[config.mk]
export PLATFORM = sky130hd
export DESIGN_NAME = digit_scan_display
export DESIGN_NICKNAME = d
export VERILOG_FILES = /design/src/rtl/scan_disp_pkg.sv /design/src/rtl/scan_ctrl.sv /design/src/rtl/scan_datapath.sv /design/src/rtl/digit_scan_display.sv
export SDC_FILE = /design/constraint.sdc
export NUM_CORES = 1
export LEC_CHECK = 0
export ABC_AREA = 1
export BUFFER_PORTS_ARGS = -buffer_cell sky130_fd_sc_hd__buf_2
export CAP_MARGIN = 5
export CORE_MARGIN = 8
export CORE_UTILIZATION = 47
export DETAILED_ROUTE_END_ITERATION = 6
export HOLD_SLACK_MARGIN = 0.02
export PLACE_DENSITY = 0.82
export SYNTH_ARGS = -nofsm -noshare
export SYNTH_HDL_FRONTEND = slang
export SYNTH_SLANG_ARGS = --single-unit
[constraint.sdc]
create_clock -name clk -period 2.3 [get_ports clk]
set_input_delay 0.345 -clock clk [delete_from_list [all_inputs] [get_ports clk]]
set_output_delay 0.345 -clock clk [all_outputs]
set_load 0.005 [all_outputs]
[src/rtl/scan_disp_pkg.sv]
package scan_disp_pkg;

  localparam int NUM_DIGITS = 4;
  localparam int BCD_W      = 4;
  localparam int SEG_W      = 7;
  localparam int SLOT_W     = $clog2(NUM_DIGITS);

  // Strobes from the scan control to the datapath
  typedef struct packed {
    logic              clear;
    logic              load;
    logic [SLOT_W-1:0] slot;
  } scanStrobe_t;

  // Logical (active-high) segment pattern, bit0 = a ... bit6 = g
  function automatic logic [SEG_W-1:0] bcdToSeg(input logic [BCD_W-1:0] v);
    logic [SEG_W-1:0] s;
    case (v)
      4'd0:    s = 7'h3F;
      4'd1:    s = 7'h06;
      4'd2:    s = 7'h5B;
      4'd3:    s = 7'h4F;
      4'd4:    s = 7'h66;
      4'd5:    s = 7'h6D;
      4'd6:    s = 7'h7D;
      4'd7:    s = 7'h07;
      4'd8:    s = 7'h7F;
      4'd9:    s = 7'h6F;
      default: s = '0;
    endcase
    return s;
  endfunction

endpackage

[src/rtl/scan_ctrl.sv]
module scan_ctrl
  import scan_disp_pkg::*;
#(
  parameter int PRESCALE_W = 15,
  parameter int SEL_LO_BIT = 7
) (
  input  logic                  clk,
  input  logic                  rst,
  input  logic [PRESCALE_W-1:0] prescaleCnt,
  output scanStrobe_t           strobe
);

  localparam int SEL_HI_BIT = SEL_LO_BIT + SLOT_W - 1;

  logic [SLOT_W-1:0] slotNow;
  logic [SLOT_W-1:0] slotPrev;
  logic              running;
  logic              unusedPrescale;

  assign slotNow        = prescaleCnt[SEL_HI_BIT:SEL_LO_BIT];
  assign unusedPrescale = ^prescaleCnt;

  always_ff @(posedge clk) begin
    if (rst) begin
      running  <= 1'b0;
      slotPrev <= '0;
    end else begin
      running  <= 1'b1;
      slotPrev <= slotNow;
    end
  end

  always_comb begin
    strobe.clear = rst;
    strobe.load  = !rst && (!running || (slotNow != slotPrev));
    strobe.slot  = slotNow;
  end

endmodule

[src/rtl/scan_datapath.sv]
module scan_datapath
  import scan_disp_pkg::*;
#(
  parameter bit SEG_ACTIVE_HIGH = 1'b1,
  parameter bit DIG_ACTIVE_HIGH = 1'b1
) (
  input  logic                               clk,
  input  scanStrobe_t                        strobe,
  input  logic [NUM_DIGITS-1:0][BCD_W-1:0]   digitBcd,
  input  logic                               runMode,
  input  logic                               secPhase,
  output logic [NUM_DIGITS-1:0]              digitEn,
  output logic [SEG_W-1:0]                   segOut,
  output logic                               colonEn
);

  localparam int MSD_SLOT = NUM_DIGITS - 1;

  logic [BCD_W-1:0]      muxBcd;
  logic [NUM_DIGITS-1:0] slotHit;
  logic [SEG_W-1:0]      segNext;
  logic                  leadBlank;
  logic [SEG_W-1:0]      segQ;
  logic [NUM_DIGITS-1:0] digQ;
  logic                  colonQ;

  // One 4-to-1 selector per BCD bit
  for (genvar b = 0; b < BCD_W; b++) begin : gBitMux
    logic [NUM_DIGITS-1:0] column;
    for (genvar d = 0; d < NUM_DIGITS; d++) begin : gCol
      assign column[d] = digitBcd[d][b];
    end
    assign muxBcd[b] = column[strobe.slot];
  end

  // Slot to one-hot digit enable
  for (genvar d = 0; d < NUM_DIGITS; d++) begin : gHit
    assign slotHit[d] = (strobe.slot == SLOT_W'(d));
  end

  assign leadBlank = (strobe.slot == SLOT_W'(MSD_SLOT)) && (muxBcd == '0);
  assign segNext   = leadBlank ? '0 : bcdToSeg(muxBcd);

  always_ff @(posedge clk) begin
    if (strobe.clear) begin
      segQ   <= '0;
      digQ   <= '0;
      colonQ <= 1'b0;
    end else begin
      if (strobe.load) begin
        segQ <= segNext;
        digQ <= slotHit;
      end
      colonQ <= runMode && secPhase;
    end
  end

  if (SEG_ACTIVE_HIGH) begin : gSegHi
    assign segOut = segQ;
  end else begin : gSegLo
    assign segOut = ~segQ;
  end

  if (DIG_ACTIVE_HIGH) begin : gDigHi
    assign digitEn = digQ;
  end else begin : gDigLo
    assign digitEn = ~digQ;
  end

  assign colonEn = colonQ;

endmodule

[src/rtl/digit_scan_display.sv]
module digit_scan_display
  import scan_disp_pkg::*;
#(
  parameter int PRESCALE_W      = 15,
  parameter int SEL_LO_BIT      = 7,
  parameter bit SEG_ACTIVE_HIGH = 1'b1,
  parameter bit DIG_ACTIVE_HIGH = 1'b1
) (
  input  logic                  clk,
  input  logic                  rst,
  input  logic [PRESCALE_W-1:0] prescaleCnt,
  input  logic                  runMode,
  input  logic                  secPhase,
  input  logic [3:0]            hoursTens,
  input  logic [3:0]            hoursUnits,
  input  logic [3:0]            minsTens,
  input  logic [3:0]            minsUnits,
  output logic [3:0]            digitEn,
  output logic [6:0]            segOut,
  output logic                  colonEn
);

  scanStrobe_t                      strobe;
  logic [NUM_DIGITS-1:0][BCD_W-1:0] digitBcd;

  // Index equals scan slot: 0 minutes units ... 3 hours tens
  assign digitBcd = {hoursTens, hoursUnits, minsTens, minsUnits};

  scan_ctrl #(
    .PRESCALE_W (PRESCALE_W),
    .SEL_LO_BIT (SEL_LO_BIT)
  ) uCtrl (
    .clk         (clk),
    .rst         (rst),
    .prescaleCnt (prescaleCnt),
    .strobe      (strobe)
  );

  scan_datapath #(
    .SEG_ACTIVE_HIGH (SEG_ACTIVE_HIGH),
    .DIG_ACTIVE_HIGH (DIG_ACTIVE_HIGH)
  ) uPath (
    .clk      (clk),
    .strobe   (strobe),
    .digitBcd (digitBcd),
    .runMode  (runMode),
    .secPhase (secPhase),
    .digitEn  (digitEn),
    .segOut   (segOut),
    .colonEn  (colonEn)
  );

endmodule

== After elaboration in Yosys (flattened, before gate mapping) ==
Memories as Yosys holds them, arrays and structs flattened.
Index checks and enable logic that the tools add are counted.
Storage, ports and cells
  register bits: 15
  ROM bits: 112
  input bits: 35
  output and inout bits: 12
  memories: 1
Cells by class
  magnitude comparators: 1
  eq/ne operators: 4
  mux-type cells: 10
  reductions and logical operators: 8
Memories
  (name not given): depth 16, bits a word 7, read ports 1, clocked after Yosys merged registers in 0, wr ports 0, line scan_disp_pkg.sv:18  | case (v)
Operators with widths (count)
  $bmux 1 s2: 4
  $mux 7: 1
  $mux 1: 5
  $eq 2x2->1 const B: 2
  $logic_not 4->1: 1
  $logic_and 1x1->1: 3
  $lt 2x3->1 const B: 1
  $eq 2x1->1 const B: 1
  $logic_not 1->1: 2
  $logic_not 2->1: 1
  $ne 2x2->1: 1
  $logic_or 1x1->1: 1

== Logic depth before layout (Yosys ltp) ==
  depth after elaboration: 5
  gate-level depth with buffers: 13

== Cells and area by module ==
Synthesis repeated with hierarchy kept, for this count alone.
Unflattened totals
  cell total of the unflattened synthesis: 149
  area total of the unflattened synthesis: 963.4 um^2
Modules (own cells, without submodules)
  scan_datapath: times used 1, cells each 129, area an instance 825.8 um^2
  scan_ctrl: times used 1, cells each 20, area an instance 137.6 um^2

== Worst setup path after synthesis ==
No wires, ideal clock.
  path type: input-to-reg
  from: in prescaleCnt[7]
  to: reg uPath.segQ[1] (netlist: uPath.segOut[1])
  library setup time: 0.132 ns
  data arrival time: 1.427 ns
  required time: 2.168 ns
  slack: 0.740 ns
  cell stages on the path: 10
  path buffers: 1
  cell sequence: buf_4 nand3_1 nand2_1 nor2_2 ha_1 nand3_2 nor2_1 nor2_4 nand3_1 a21oi_1
Between the ends
  word-level cells in the longest chain between the ends: 5
Ends and longest elaborated chain
  from (decl): line digit_scan_display.sv:11  | input logic [PRESCALE_W-1:0] prescaleCnt,
  parallel branches: the longest is 5 deep, another holds $mem_v2 16x7
  to (signal assigned): line scan_datapath.sv:51  | segQ <= segNext;
  to (decl): line scan_datapath.sv:23  | logic [SEG_W-1:0] segQ;
Parallel ways; which one is timed is not known. The select of a mux whose other input is x is not followed.
A chain may end at the register's enable or synchronous reset.

== Worst setup path after layout ==
  from: in prescaleCnt[7]
  to: reg uPath.segQ[5] (netlist: uPath.segOut[5])
The elaborated chain is that of the path after synthesis.

==> results.txt <==
Per-cell routed wire length - 10.8 um
Critical path fanouts, max - 13
Clock tree buffer depth - 2
Worst-skew pair later-pin latency - 0.29 ns
Max-slew violation count - 0
Initial Util - 0.481
Final min period - 1.63 ns
Via count - 972
Post-CTS Setup Repair Bufs - 0
Vias in the first global route - 913
Nature of the critical path endpoint - flip-flop
Ys Warns - 0
Synth area leaders - dfxtp_1 (33%), nand2_1 (21%), nand3_1 (11%), a21oi_1 (7.1%), ha_1 (6.8%)
Port Buffers - 33
DRC errors left - 0
Pre-CTS setup slack - 0.372 ns
Syn Inst Count - 140
Core Rows - 16
Clock transition at the registers of the reported paths - 0.09 ns
Setup_tns - 0 ns
Commonest non-fill, non-tap cell in the layout - nand2_1
Antenna violations before repair - 0
Commonest non-fill, non-tap cells in the layout - nand2_1 (52), buf_2 (33), nand3_1 (21), dfxtp_1 (15), a21oi_1 (13)
CTS buffer count - 3
Skew final - 0.00377 ns
Final Non-Filler Cells - 200
Fin Hold WS - 0.259 ns
Fmax - 0.614 GHz
GRT Total Usage - 0.132
# diodes - 0
Status - finished, final reports clean
Final worst-path cycle share - 0.708
H-Tree Depth - 1
Die area - 3610 um^2
Grt ovf - 0
Largest net degree at the start of global routing - 15
Routability cong. - 0.861
PnR worst setup slack - 0.672 ns
CTS tree - done
TritonRoute pass-1 iters - 6
Io pins - 47
Worst path required time - 2.48 ns
Core area - 1900 um^2
Unrepaired setup endpoints after global routing - no
Layout cells sized above 1 - 0.277
Delay-heaviest family, CP - simple AND/OR/NAND/NOR gates
Post-CTS Hold Fix Bufs - 0
Sequential-to-total area share from yosys stat - 0.328
Peak supply drop - 0.000249 V
CP arrival - 1.81 ns
Post-synthesis register bit count - 15
Startpoint Class - primary input
Die W - 60.1 um
PwrDens - 559 nW/um^2
Layout net count - 214
Worst slew margin - 0.796
DP Cell Count - 196
Final antenna-violating net count - 0
DR iter-0 viols - 28
Worst-path cell chain - buf_2, inv_2, nor2_1, nand2_1, nand2_1, nor2_2, ha_1, nand3_2, nor2_1, nor2_4, nand3_1, a21oi_1
Die H - 60.1 um
Leak pwr - 0.609 nW
Total nets after synthesis - 180
Synth Area per Inst - 6.53 um^2
Dominant cell type by area after synthesis - dfxtp_1
Final setup violation count - 0
Number of cells upsized or downsized after cts - 0
Final wirelength - 2160 um
Post-Syn Area - 915 um^2
DR vias/cell - 4.86
CP max stage delay - 0.20 ns
Max_cap viols - 0
Yosys cell types - 19
Root buf cell - clkbuf_4
Synth-to-layout area growth - 21.8%
CP max stage cell - ha_1
Slew @ Worst Pin - 0.305 ns
Min-delay worst type - primary input to flip-flop
Post-DP HPWL - 1790 um
CTS sink cnt - 15
Yosys top cell area share - 0.328
First-pass GRT wire length - 3710 um
Final Core Density - 0.586
Worst path bufs/invs - 2
CP Class - primary input to flip-flop
Final Hold Fails - 0
-- registers in the layout, indices dropped and copies added (netlist names) --
register,cells
uCtrl.running,1
uCtrl.slotPrev,2
uPath.colonEn,1
uPath.digitEn,4
uPath.segOut,7
-- synthesized netlist by cell type --
library cell and number:
nand3_2 1, clkbuf_1 1, dfxtp_1 15, buf_6 1, nand2_1 52, nand3_1 21
o21ai_2 1, inv_2 3, ha_1 5, nor2_2 2, buf_4 2, a21oi_1 13
nand2_2 1, buf_2 1, nor2_1 9, xor2_1 1, nand3b_1 1, nor2_4 2
inv_1 8
-- cell type report --
class / count / area, um^2
fillers: 197 / 788
multi-input cells: 109 / 538
flip-flops and latches: 15 / 300
repair buffers: 34 / 173
inverters: 11 / 41.3
well taps: 27 / 33.8
clock buffers: 3 / 22.5
clock inverters: 1 / 5.00
-- power by group --
group	switching, mW	internal, mW	leakage (nW)	total (mW)
logic	0.106	0.0736	0.467	0.179
registers	0.0106	0.284	0.125	0.294
clock network	0.0848	0.0647	0.0177	0.150
total	0.201	0.422	0.609	0.623
-- path summary, 6_finish.rpt --
check                                from                           end  slack [ns]  depth (start not counted)
max                        prescaleCnt[7]  uPath.segOut[5]$_SDFFE_PP0P_        0.67                         12
min                              secPhase      uPath.colonEn$_SDFF_PP0_        0.26                          3
max reg2reg  uCtrl.slotPrev[0]$_SDFF_PP0_  uPath.segOut[5]$_SDFFE_PP0P_        1.03                          7
min reg2reg  uPath.segOut[1]$_SDFFE_PP0P_  uPath.segOut[1]$_SDFFE_PP0P_        0.46                          2
-- logic make-up (layout without fill, tap and decap cells) --
group,after synthesis,in the layout,synth area share
xor+xnor,1,1,0.00958
simple gates,89,89,0.430
fa+ha+maj,5,5,0.0684
flops,15,15,0.328
compound gates,14,14,0.0807
buf+inv,16,49,0.0834
-- tightest hold or removal path: stages --
cell,delay (ns)
buf_2,0.10
nand2_1,0.04
nor2_1,0.03
-- stage by stage --
stage | power, mW | area, um^2
floorplan | 0.420 | 915
global placement | 0.473 | 1090
detailed placement | 0.480 | 1090
CTS | 0.629 | 1110
global route | 0.670 | 1110
finish | 0.623 | 1110
-- layer usage --
layer | track usage | part of all wire | up-vias
met4 | 0.0748 | 0.012 | 0
met5 | 0 | 0 | -
li1 | - | - | 512
met2 | 0.244 | 0.53 | 23
met1 | 0.137 | 0.41 | 435
met3 | 0.0172 | 0.050 | 2
No activity file was read; power rests on OpenSTA's default activity.
